File: src/rtl/usb_irq_pkg.sv
package usb_irq_pkg;
  localparam int unsigned REG_W     = 16;
  localparam int unsigned BIT_SUPPLY = 15;
  localparam int unsigned BIT_ID     = 14;
  localparam int unsigned BIT_FRAME  = 9;
  localparam int unsigned BIT_WAKE   = 6;
  localparam int unsigned BIT_CONN   = 4;
  localparam int unsigned BIT_DONE   = 0;

  typedef enum logic [1:0] {
    LS_SE0 = 2'b00,
    LS_J   = 2'b01,
    LS_K   = 2'b10,
    LS_SE1 = 2'b11
  } line_state_e;

  typedef enum logic [2:0] {
    XC_HOST_ACK  = 3'd0,
    XC_DEV_ACK   = 3'd1,
    XC_DEV_NAK   = 3'd2,
    XC_DEV_STALL = 3'd3,
    XC_TIMEOUT   = 3'd4
  } xfer_code_e;

  function automatic logic [REG_W-1:0] impl_mask(input int host_index);
    logic [REG_W-1:0] m;
    m = '0;
    m[BIT_FRAME] = 1'b1;
    m[BIT_WAKE]  = 1'b1;
    m[BIT_CONN]  = 1'b1;
    m[BIT_DONE]  = 1'b1;
    if (host_index == 1) begin
      m[BIT_SUPPLY] = 1'b1;
      m[BIT_ID]     = 1'b1;
    end
    return m;
  endfunction
endpackage

File: src/rtl/usb_irq_sync2.sv
module usb_irq_sync2 #(
  parameter int unsigned WIDTH = 1
) (
  input  logic             clk,
  input  logic [WIDTH-1:0] d_async,
  output logic [WIDTH-1:0] q_sync
);
  // Unreset on purpose: the chain settles while reset is held.
  logic [WIDTH-1:0] stage1_q;
  logic [WIDTH-1:0] stage2_q;

  always_ff @(posedge clk) begin
    stage1_q <= d_async;
    stage2_q <= stage1_q;
  end

  assign q_sync = stage2_q;
endmodule

File: src/rtl/usb_irq_events.sv
module usb_irq_events
  import usb_irq_pkg::*;
#(
  parameter bit OTG_EN = 1'b1
) (
  input  logic             clk,
  input  logic             supply_ok_async,
  input  logic             otg_id_async,
  input  logic [1:0]       line_state_async,
  input  logic             sof_tick,
  input  logic             wake_evt,
  input  logic             xfer_done,
  input  logic [2:0]       xfer_code,
  output logic [REG_W-1:0] evt_vec
);
  logic       supply_evt;
  logic       id_evt;
  logic [1:0] line_s;
  logic [1:0] line_prev_q;
  logic       conn_evt;
  logic       done_evt;

  generate
    if (OTG_EN) begin : g_otg
      logic [1:0] otg_s;
      logic [1:0] otg_prev_q;
      usb_irq_sync2 #(.WIDTH(2)) u_sync_otg (
        .clk     (clk),
        .d_async ({supply_ok_async, otg_id_async}),
        .q_sync  (otg_s)
      );
      always_ff @(posedge clk) otg_prev_q <= otg_s;
      assign supply_evt = otg_s[1] ^ otg_prev_q[1];
      assign id_evt     = otg_s[0] ^ otg_prev_q[0];
    end else begin : g_no_otg
      assign supply_evt = 1'b0;
      assign id_evt     = 1'b0;
    end
  endgenerate

  usb_irq_sync2 #(.WIDTH(2)) u_sync_line (
    .clk     (clk),
    .d_async (line_state_async),
    .q_sync  (line_s)
  );

  always_ff @(posedge clk) line_prev_q <= line_s;

  always_comb begin
    conn_evt = ((line_prev_q == LS_SE0) && (line_s == LS_J)) ||
               ((line_prev_q == LS_J)   && (line_s == LS_SE0));
  end

  always_comb begin
    done_evt = 1'b0;
    if (xfer_done) begin
      case (xfer_code)
        XC_HOST_ACK, XC_DEV_ACK, XC_DEV_NAK, XC_DEV_STALL, XC_TIMEOUT: done_evt = 1'b1;
        default: done_evt = 1'b0;
      endcase
    end
  end

  always_comb begin
    evt_vec             = '0;
    evt_vec[BIT_SUPPLY] = supply_evt;
    evt_vec[BIT_ID]     = id_evt;
    evt_vec[BIT_FRAME]  = sof_tick;
    evt_vec[BIT_WAKE]   = wake_evt;
    evt_vec[BIT_CONN]   = conn_evt;
    evt_vec[BIT_DONE]   = done_evt;
  end
endmodule

File: src/rtl/usb_irq_regs.sv
module usb_irq_regs
  import usb_irq_pkg::*;
#(
  parameter logic [15:0] IMPL_MASK = 16'h0251
) (
  input  logic             clk,
  input  logic             rst_n,
  input  logic             bus_sel,
  input  logic             bus_wr,
  input  logic             bus_addr,
  input  logic [REG_W-1:0] bus_wdata,
  input  logic [REG_W-1:0] evt_vec,
  output logic [REG_W-1:0] enable_q,
  output logic [REG_W-1:0] status_q,
  output logic [REG_W-1:0] bus_rdata
);
  logic             wr_enable;
  logic             wr_status;
  logic [REG_W-1:0] clr_vec;
  logic [REG_W-1:0] status_d;

  assign wr_enable = bus_sel && bus_wr && !bus_addr;
  assign wr_status = bus_sel && bus_wr && bus_addr;
  assign clr_vec   = wr_status ? bus_wdata : '0;
  // Setting after clearing lets a same-cycle event win.
  assign status_d  = ((status_q & ~clr_vec) | evt_vec) & IMPL_MASK;

  always_ff @(posedge clk) begin
    if (!rst_n) begin
      enable_q <= '0;
      status_q <= '0;
    end else begin
      if (wr_enable) enable_q <= bus_wdata & IMPL_MASK;
      status_q <= status_d;
    end
  end

  assign bus_rdata = bus_addr ? status_q : enable_q;
endmodule

File: src/rtl/usb_host_irq.sv
module usb_host_irq
  import usb_irq_pkg::*;
#(
  parameter int HOST_INDEX = 1
) (
  input  logic        clk,
  input  logic        rst_n,
  input  logic        bus_sel,
  input  logic        bus_wr,
  input  logic        bus_addr,
  input  logic [15:0] bus_wdata,
  output logic [15:0] bus_rdata,
  input  logic        supply_ok_async,
  input  logic        otg_id_async,
  input  logic [1:0]  line_state_async,
  input  logic        sof_tick,
  input  logic        wake_evt,
  input  logic        xfer_done,
  input  logic [2:0]  xfer_code,
  output logic        irq
);
  localparam logic [REG_W-1:0] IMPL_MASK = impl_mask(HOST_INDEX);
  localparam bit               OTG_EN    = (HOST_INDEX == 1);

  logic [REG_W-1:0] evt_vec;
  logic [REG_W-1:0] enable_q;
  logic [REG_W-1:0] status_q;

  usb_irq_events #(.OTG_EN(OTG_EN)) u_events (
    .clk              (clk),
    .supply_ok_async  (supply_ok_async),
    .otg_id_async     (otg_id_async),
    .line_state_async (line_state_async),
    .sof_tick         (sof_tick),
    .wake_evt         (wake_evt),
    .xfer_done        (xfer_done),
    .xfer_code        (xfer_code),
    .evt_vec          (evt_vec)
  );

  usb_irq_regs #(.IMPL_MASK(IMPL_MASK)) u_regs (
    .clk       (clk),
    .rst_n     (rst_n),
    .bus_sel   (bus_sel),
    .bus_wr    (bus_wr),
    .bus_addr  (bus_addr),
    .bus_wdata (bus_wdata),
    .evt_vec   (evt_vec),
    .enable_q  (enable_q),
    .status_q  (status_q),
    .bus_rdata (bus_rdata)
  );

  assign irq = |(status_q & enable_q);
endmodule

File: config.mk
export PLATFORM = sky130hd
export DESIGN_NAME = usb_host_irq
export DESIGN_NICKNAME = d
export VERILOG_FILES = /design/src/rtl/usb_irq_pkg.sv /design/src/rtl/usb_irq_sync2.sv /design/src/rtl/usb_irq_events.sv /design/src/rtl/usb_irq_regs.sv /design/src/rtl/usb_host_irq.sv
export SDC_FILE = /design/constraint.sdc
export NUM_CORES = 1
export LEC_CHECK = 0
export ABC_AREA = 0
export CAP_MARGIN = 10
export CORE_MARGIN = 5
export CORE_UTILIZATION = 50
export CTS_BUF_LIST = sky130_fd_sc_hd__clkbuf_8 sky130_fd_sc_hd__clkbuf_16
export CTS_CLUSTER_DIAMETER = 80
export DETAILED_ROUTE_END_ITERATION = 16
export DONT_BUFFER_PORTS = 1
export GPL_TIMING_DRIVEN = 0
export PLACE_DENSITY_LB_ADDON = 0.12
export SETUP_SLACK_MARGIN = 0.2
export SLEW_MARGIN = 40
export SYNTH_ARGS = -nofsm -noshare
export SYNTH_HDL_FRONTEND = slang
export SYNTH_SLANG_ARGS = --single-unit
File: constraint.sdc
create_clock -name clk -period 1.3 [get_ports clk]
set_clock_uncertainty 0.2 [all_clocks]
set_input_delay 0.065 -clock clk [delete_from_list [all_inputs] [get_ports clk]]
set_output_delay 0.065 -clock clk [all_outputs]
set_load 0.02 [all_outputs]
Word level (Yosys, flattened, before mapping)

Index checks and enable logic that the tools add are counted.

Eq/ne operators: 6
Mux-type cells: 4
Bitwise operators: 6
Reductions and logical operators: 12

Operator list:

| operator                                             | count |
|---|---|
| bitwise AND 16 bit                                   | 2 |
| 2-to-1 mux 16 bit                                    | 2 |
| NOT 16 bit                                           | 1 |
| OR 16 bit                                            | 1 |
| OR reduction 16 bit                                  | 1 |
| equality test 3 x 2 -> 1 bit (second input constant) | 2 |
| logical AND 1 bit                                    | 5 |
| OR reduction 5 bit                                   | 1 |
| equality test 2 x 1 -> 1 bit (second input constant) | 2 |
| logical NOT 2 bit                                    | 2 |
| equality test 3 x 1 -> 1 bit (second input constant) | 1 |
| equality test 3 bit (second input constant)          | 1 |
| logical NOT 3 bit                                    | 1 |
| 2-to-1 mux 1 bit                                     | 2 |
| XOR 1 bit                                            | 2 |
| logical NOT 1 bit                                    | 1 |
| logical OR 1 bit                                     | 1 |

Register bits after elaboration: 34
Input port bits: 31
Output and inout bits: 17
Logic and storage cells: 37

Longest topological paths before layout

Gate-level depths: netlist of the first run.

Depth in word-level cells: 6
Mapped depth: 4
Gate-level depth less buffers: 2

Modules after synthesis

Synthesis of the first run repeated with hierarchy kept, for this count alone.

Cell total of the unflattened synthesis: 136
Area, all modules: 1298.7 um^2

By module, submodules not included:

| module         | instances | cells each | area an instance (um^2) | seq. area each (um^2) |
|---|---|---|---|---|
| usb_irq_regs   | 1         | 92         | 785.8                   | 240.2 |
| usb_irq_events | 1         | 27         | 251.5                   | 80.1 |
| usb_irq_sync2  | 2         | 4          | 80.1                    | 80.1 |
| usb_host_irq   | 1         | 9          | 101.3                   | 0.0 |

Worst setup path after synthesis of the first run

Ideal clock, no wire load.

Path kind: reg2out
From: register u_regs.status_q[14]
To: output irq
Arrival: 673 ps
Data required time: 1035 ps
Slack: 362 ps
Stages on the path, launching flop included: 3
Buffers on the path: 0
Cell sequence: dfxtp_1 > a22oi_1 > nand3_1

Cells in the longest elaborated chain, start to end: 2

Ends and longest elaborated chain:

| what                   | line               | RTL |
|---|---|---|
| from (decl)            | usb_irq_regs.sv:14 | `output logic [REG_W-1:0] status_q,` |
| from (signal assigned) | usb_irq_regs.sv:34 | `status_q <= status_d;` |
| bitwise AND 16 bit     | usb_host_irq.sv:54 | `assign irq = \|(status_q & enable_q);` |
| OR reduction 16 bit    | usb_host_irq.sv:54 |  |
| to (decl)              | usb_host_irq.sv:20 | `output logic irq` |

Every way passes these cells.

Final worst setup path of the first run

From: register u_regs.enable_q[6]
To: output irq

Cells in the longest elaborated chain, start to end: 2

Ends and longest elaborated chain:

| what                   | line               | RTL |
|---|---|---|
| from (decl)            | usb_irq_regs.sv:13 | `output logic [REG_W-1:0] enable_q,` |
| from (signal assigned) | usb_irq_regs.sv:33 | `if (wr_enable) enable_q <= bus_wdata & IMPL_MASK;` |
| bitwise AND 16 bit     | usb_host_irq.sv:54 |  |
| OR reduction 16 bit    | usb_host_irq.sv:54 |  |

Every way passes these cells.

==> results of run 1 <==
[layer usage]
metal | wire length (um) | global-route usage
met5 | 0 | 0
met4 | 44 | 0.0894
met3 | 218 | 0.0554
met2 | 979 | 0.250
met1 | 871 | 0.199
[worst max-delay path, cell delays in order, from the launching register on]
cell	delay, ns
dfxtp_2	0.34
a22oi_2	0.19
nand3_2	0.17
[what timing repair did]
action	4_1_cts	5_1_grt
hold endpoints to repair	16	0
hold buffers	20	0
gates resized for setup	15	6
buffers inserted	0	2
pin swaps	2	4
setup endpoints to repair	7	19
[final timing paths]
check                                    from                        endpoint  slack [ns]  cells after the start
max reg2reg           u_events.line_prev_q[0]              u_regs.status_q[4]        0.33                      2
min                                    bus_wr              u_regs.enable_q[9]       0.005                      3
min reg2reg  u_events.u_sync_line.stage1_q[0]  u_events.u_sync_line.q_sync[0]        0.13                      0
max                        u_regs.enable_q[6]                             irq        0.08                      2
[cells in the final DEF (no fill, tap or decap), types with 3 or more instances in the layout]
cell type / netlist / routed
mux2i_1: 6 / 6
dlygate4sd3_1: 0 / 17
dfxtp_2: 0 / 7
mux2_4: 0 / 5
buf_4: 13 / 13
conb_1: 1 / 10
nand2_1: 14 / 14
o21ai_0: 3 / 3
dfxtp_1: 24 / 17
inv_1: 3 / 3
buf_6: 1 / 3
clkbuf_8: 0 / 4
dlymetal6s4s_1: 0 / 3
a22oi_2: 0 / 3
[registers in the layout, summed over array words and instances, names as in the netlist]
register                            cells
u_regs.enable_q                         6
u_regs.status_q                         6
u_events.g_otg.otg_prev_q               2
u_events.g_otg.u_sync_otg.q_sync        2
u_events.g_otg.u_sync_otg.stage1_q      2
u_events.line_prev_q                    2
u_events.u_sync_line.q_sync             2
u_events.u_sync_line.stage1_q           2
[final cells by class]
| class | instances | area share |
|---|---|---|
| tap | 25 | 0.0231 |
| timing repair buffer | 22 | 0.164 |
| sequential | 24 | 0.361 |
| buffer | 14 | 0.0859 |
| inverter | 3 | 0.00831 |
| multi-input combinational | 60 | 0.317 |
| clock buffer | 4 | 0.0406 |
[per-stage QoR]
step	util	area, um^2	hold slack [ns]	cells	power (uW)
floorplan	-	991	-0.107	101	968
global placement	0.579	1020	-0.107	126	986
detailed placement	0.579	1020	-0.107	126	989
CTS	0.750	1320	-0.000116	150	1540
global route	0.768	1360	0.00909	152	1630
finish	0.768	1360	0.00512	152	1550
[cells by family (layout without fill, tap and decap cells)]
kind of cell,Yosys count,count (layout),synth area share
AO/OA/AOI/OAI,12,12,0.0863
other,1,10,0.00392
buffers and inverters,17,43,0.125
multiplexers,12,12,0.133
flip-flops,24,24,0.502
AND/OR/NAND/NOR,23,23,0.122
XOR/XNOR,3,3,0.0275
[power by group through the flow]
| stage | Clock, uW | Combinational, uW | Sequential (uW) |
|---|---|---|---|
| 3_3_place_gp | 0 | 167 | 819 |
| 2_1_floorplan | 0 | 154 | 814 |
| 5_1_grt | 542 | 268 | 816 |
| 4_1_cts | 498 | 235 | 809 |
| 6_report | 488 | 247 | 811 |
| 3_5_place_dp | 0 | 169 | 821 |
==> impl_metrics.csv, run 1 <==
group,metric,value,unit
run_status,status,"finished clean",
finish,drive_above_1_share,0.291,
pwr,seqPwrFrac,0.524,
global_routing,overflow,0,
global_routing,grt_start_max_net_pins,14,
place,place.gp.congestion,0.713,
global_routing,antenna_found_initial,0,
sta,slew_violations,0,
sta,rsz0062_at_grt,"true",
sta,fmax,817,MHz
synth,synth_common_cells,"dfxtp_1, nand2_1, buf_4",
place,dp_slack,0.265,ns
route,wirelength,2.11,mm
clocking,cts_tree,"built",
hold_path,hp-class,"in2reg",
synth,avgSynthCellArea,10.4,um^2
floorplanning,ios,48,
sta,fin_crit,1.22,ns
route,dr_total_vias,736,
synth,yosysTopAreaCell,"dfxtp_1",
finish,fin_nets,159,
synth,synth-main-ff-cell,"dfxtp_1",
route,drtIter0Drc,11,
global_routing,grt_pass1_vias,684,
finish,multi_input_area,429,um^2
pwr,clkPwrFrac,0.316,
floorplanning,rows,15,
sta,min_period_over_period,0.942,
finish,area_delta_synth_final,41.6,%
clocking,clk_latency,0.26,ns
floorplanning,fp.coreArea,1760,um^2
synth,synth_top_area_frac,0.502,
floorplanning,die_y,53.8,um
worst_setup_path,cp-start-kind,"register",
synth,yosysMostFrequentCell,"dfxtp_1",
floorplanning,dieArea,2890,um^2
finish,antennaDiodeCount,0,
sta,setup_tns,0,ns
floorplanning,initial_utilization,0.543,
flow_run,cap_violations,0,
place,hpwl,1.33,mm
route,firstDrtPassIters,4,
worst_setup_path,required,1.03,ns
clocking,htree_levels,1,
pwr,p_comb_frac,0.160,
route,wl_per_cell,13.9,um
synth,synth-seq-cells,24,
route,drtAntennaViolNets,0,
synth,yosysWarnings,0,
synth,synth.distinct_cells,22,
global_routing,grt_pass1_wl,3.21,mm
pwr,p_per_area,1140,nW/um^2
pwr,p_sw,364,uW
synth,postSynthCellCount,92,
place,io_buffers,0,
synth,synthArstFlopShare,0,
sta,hold_violations,0,
clocking,numClockSinks,24,
pwr,p_int,1180,uW
finish,fillers,125,
synth,synthTopCellsByArea,"dfxtp_1, buf_4, mux2_2",
clocking,path_clk_slew,0.08,ns
clocking,cts_root_buffer,"clkbuf_8",
finish,regArea,489,um^2
synth,synth_area,957,um^2
worst_setup_path,worstSetupPathType,"reg2out",
synth,ys_seq_area_frac,0.502,
sta,setup_violations,0,
sta,fin_ws,0.0760,ns
pwr,p_leak,0.000624,uW
synth,synth_edf_count,0,
route,drc,0,
pwr,swShare,0.236,
floorplanning,die_x,53.8,um
clocking,cts_made_buffers,3,
worst_setup_path,crit_path_max_fanout,3,
pwr,vdd.ir_drop.worst,0.765,mV
clocking,cts_max_path_buffers,2,
worst_setup_path,crit_arrival,0.96,ns
route,drt-vias-per-instance,4.84,
global_routing,grt_usage,0.163,
worst_setup_path,worstSetupEndpointType,"output pin",
Note: power is estimated with default switching activity, not from simulation.
==> inputs of run 2 (changes only) <==
--- a/config.mk
+++ b/config.mk
@@ -15,8 +15,9 @@
 export DONT_BUFFER_PORTS = 1
 export GPL_TIMING_DRIVEN = 0
 export PLACE_DENSITY_LB_ADDON = 0.12
+export RECOVER_POWER = 100
 export SETUP_SLACK_MARGIN = 0.2
-export SLEW_MARGIN = 40
+export SLEW_MARGIN = 5
 export SYNTH_ARGS = -nofsm -noshare
 export SYNTH_HDL_FRONTEND = slang
 export SYNTH_SLANG_ARGS = --single-unit
==> impl_metrics.csv, run 2 (synthesized netlist as in run 1, its figures left out) <==
group,metric,value,unit
sta,setup_violations,0,
sta,min_period_over_period,0.960,
finish,multi_input_area,418,um^2
worst_setup_path,worstSetupPathType,"reg2out",
worst_setup_path,worstSetupEndpointType,"output pin",
worst_setup_path,critPathTopFamily,"multiplexers",
route,wirelength,2.12,mm
worst_setup_path,rrSetupSlack,0.33,ns
clocking,cts_made_buffers,3,
finish,drive_above_1_share,0.252,
hold_path,hp-class,"in2reg",
worst_setup_path,crit_arrival,0.98,ns
pwr,vdd.ir_drop.worst,0.766,mV
floorplanning,die_x,53.8,um
finish,postLayoutCoreUtil,0.759,
finish,reg.largest.list,"u_regs.enable_q (6), u_regs.status_q (6)",
pwr,swShare,0.238,
worst_setup_path,r2r_start,"u_events.line_prev_q[0]",
sta,fin_crit,1.25,ns
clocking,cts_tree,"built",
route,drc,0,
finish,area_delta_synth_final,39.9,%
route,wl_per_cell,13.9,um
pwr,p_sw,368,uW
place,hpwl,1.33,mm
sta,hold_violations,1,
hold_path,min_from,"bus_addr",
pwr,clkPwrFrac,0.319,
pwr,p_leak,0.000614,uW
floorplanning,dieArea,2890,um^2
finish,layout_commonest_cell,"dfxtp_1",
global_routing,grt_usage,0.163,
clocking,path_clk_slew,0.08,ns
clocking,clk_latency,0.26,ns
worst_setup_path,cp_num_cells,1,
pwr,seqPwrFrac,0.524,
worst_setup_path,required,1.03,ns
floorplanning,initial_utilization,0.543,
floorplanning,die_y,53.8,um
worst_setup_path,reg2reg_to,"u_regs.status_q[4]",
clocking,cts_max_path_buffers,2,
floorplanning,fp.coreArea,1760,um^2
floorplanning,rows,15,
sta,rsz0062_at_grt,"true",
route,drtIter0Drc,4,
run_status,status,"finished with violations",
global_routing,grt_start_max_net_pins,14,
route,firstDrtPassIters,5,
pwr,p_comb_frac,0.157,
clocking,cts_root_buffer,"clkbuf_8",
place,place.gp.congestion,0.713,
finish,layout_common_cells,"dfxtp_1, dlygate4sd3_1, nand2_1",
finish,fillers,132,
worst_setup_path,cp_cell_sequence,"mux2_1",
pwr,p_int,1180,uW
finish,regArea,484,um^2
route,drtAntennaViolNets,0,
worst_setup_path,crit_path_max_incr_delay,0.39,ns
floorplanning,ios,48,
sta,fmax,802,MHz
hold_path,hold_end,"u_regs.status_q[0]",
worst_setup_path,crit_path_max_fanout,3,
route,dr_total_vias,740,
worst_setup_path,r2r_cells,2,
global_routing,overflow,0,
hold_path,holdPathStages,3,
global_routing,grt_pass1_vias,684,
pwr,p_per_area,1150,nW/um^2
finish,fin_nets,159,
global_routing,grt_pass1_wl,3.21,mm
worst_setup_path,crit_buf_inv,0,
place,io_buffers,0,
worst_setup_path,cpMaxStageDelayCell,"mux2_1",
worst_setup_path,cp-start-kind,"register",
finish,antennaDiodeCount,0,
sta,setup_tns,0,ns
clocking,htree_levels,1,
route,drt-vias-per-instance,4.87,
run_status,violations,"hold timing",
global_routing,antenna_found_initial,0,
sta,hold-worst-slack,-0.000548,ns
flow_run,cap_violations,0,
clocking,numClockSinks,24,
sta,slew_violations,0,
-- run 2: cell counts in the layout (fill, tap and decap cells not counted) --
Identical to the previous run, type by type.
-- run 2: how the worst max path moves through the flow --
stage,start,to
global route,u_regs.status_q[0],irq
detailed placement,u_regs.status_q[0],irq
global placement,u_regs.status_q[0],irq
floorplan,u_regs.status_q[14],irq
CTS,u_regs.enable_q[0],irq
finish,u_regs.status_q[0],bus_rdata[0]
-- run 2: timing repair --
action | in CTS | in global routing
gates resized for setup | 15 | 6
endpoints found under the setup margin | 7 | 19
hold buffers | 20 | 0
buffers inserted | 0 | 2
pin swaps | 2 | 4
hold endpoints to repair | 16 | 0
-- run 2: area by class of cell --
type,instances,area share
flip-flops and latches,24,0.362
clock buffers,4,0.0411
multi-input cells,60,0.312
plain buffers,14,0.0869
well taps,25,0.0234
inverters,3,0.00841
repair buffers,22,0.166
-- run 2: metrics by stage --
stage / total power (uW) / setup slack (ns) / instances / hold WS, ns / cell area, um^2
2_1_floorplan: 968 / 0.362 / 101 / -0.107 / 991
3_3_place_gp: 986 / 0.266 / 126 / -0.107 / 1020
3_5_place_dp: 989 / 0.265 / 126 / -0.107 / 1020
4_1_cts: 1540 / 0.0481 / 150 / -0.000116 / 1320
5_1_grt: 1620 / 0.00676 / 152 / 0.00420 / 1340
6_report: 1540 / 0.0526 / 152 / -0.000548 / 1340
-- run 2: power groups by stage --
stage	sequential [uW]	combinational, uW	clock (uW)
after floorplan	814	154	0
after global placement	819	167	0
after detailed placement	821	169	0
after CTS	809	235	498
after global routing	815	261	542
final	809	242	493
-- run 2: per-layer routing --
| metal | up-vias | global-route usage | share of wire |
|---|---|---|---|
| met3 | 5 | 0.0554 | 0.10 |
| li1 | 368 | - | - |
| met5 | - | 0 | 0 |
| met1 | 334 | 0.199 | 0.42 |
| met4 | 0 | 0.0894 | 0.020 |
| met2 | 33 | 0.250 | 0.46 |
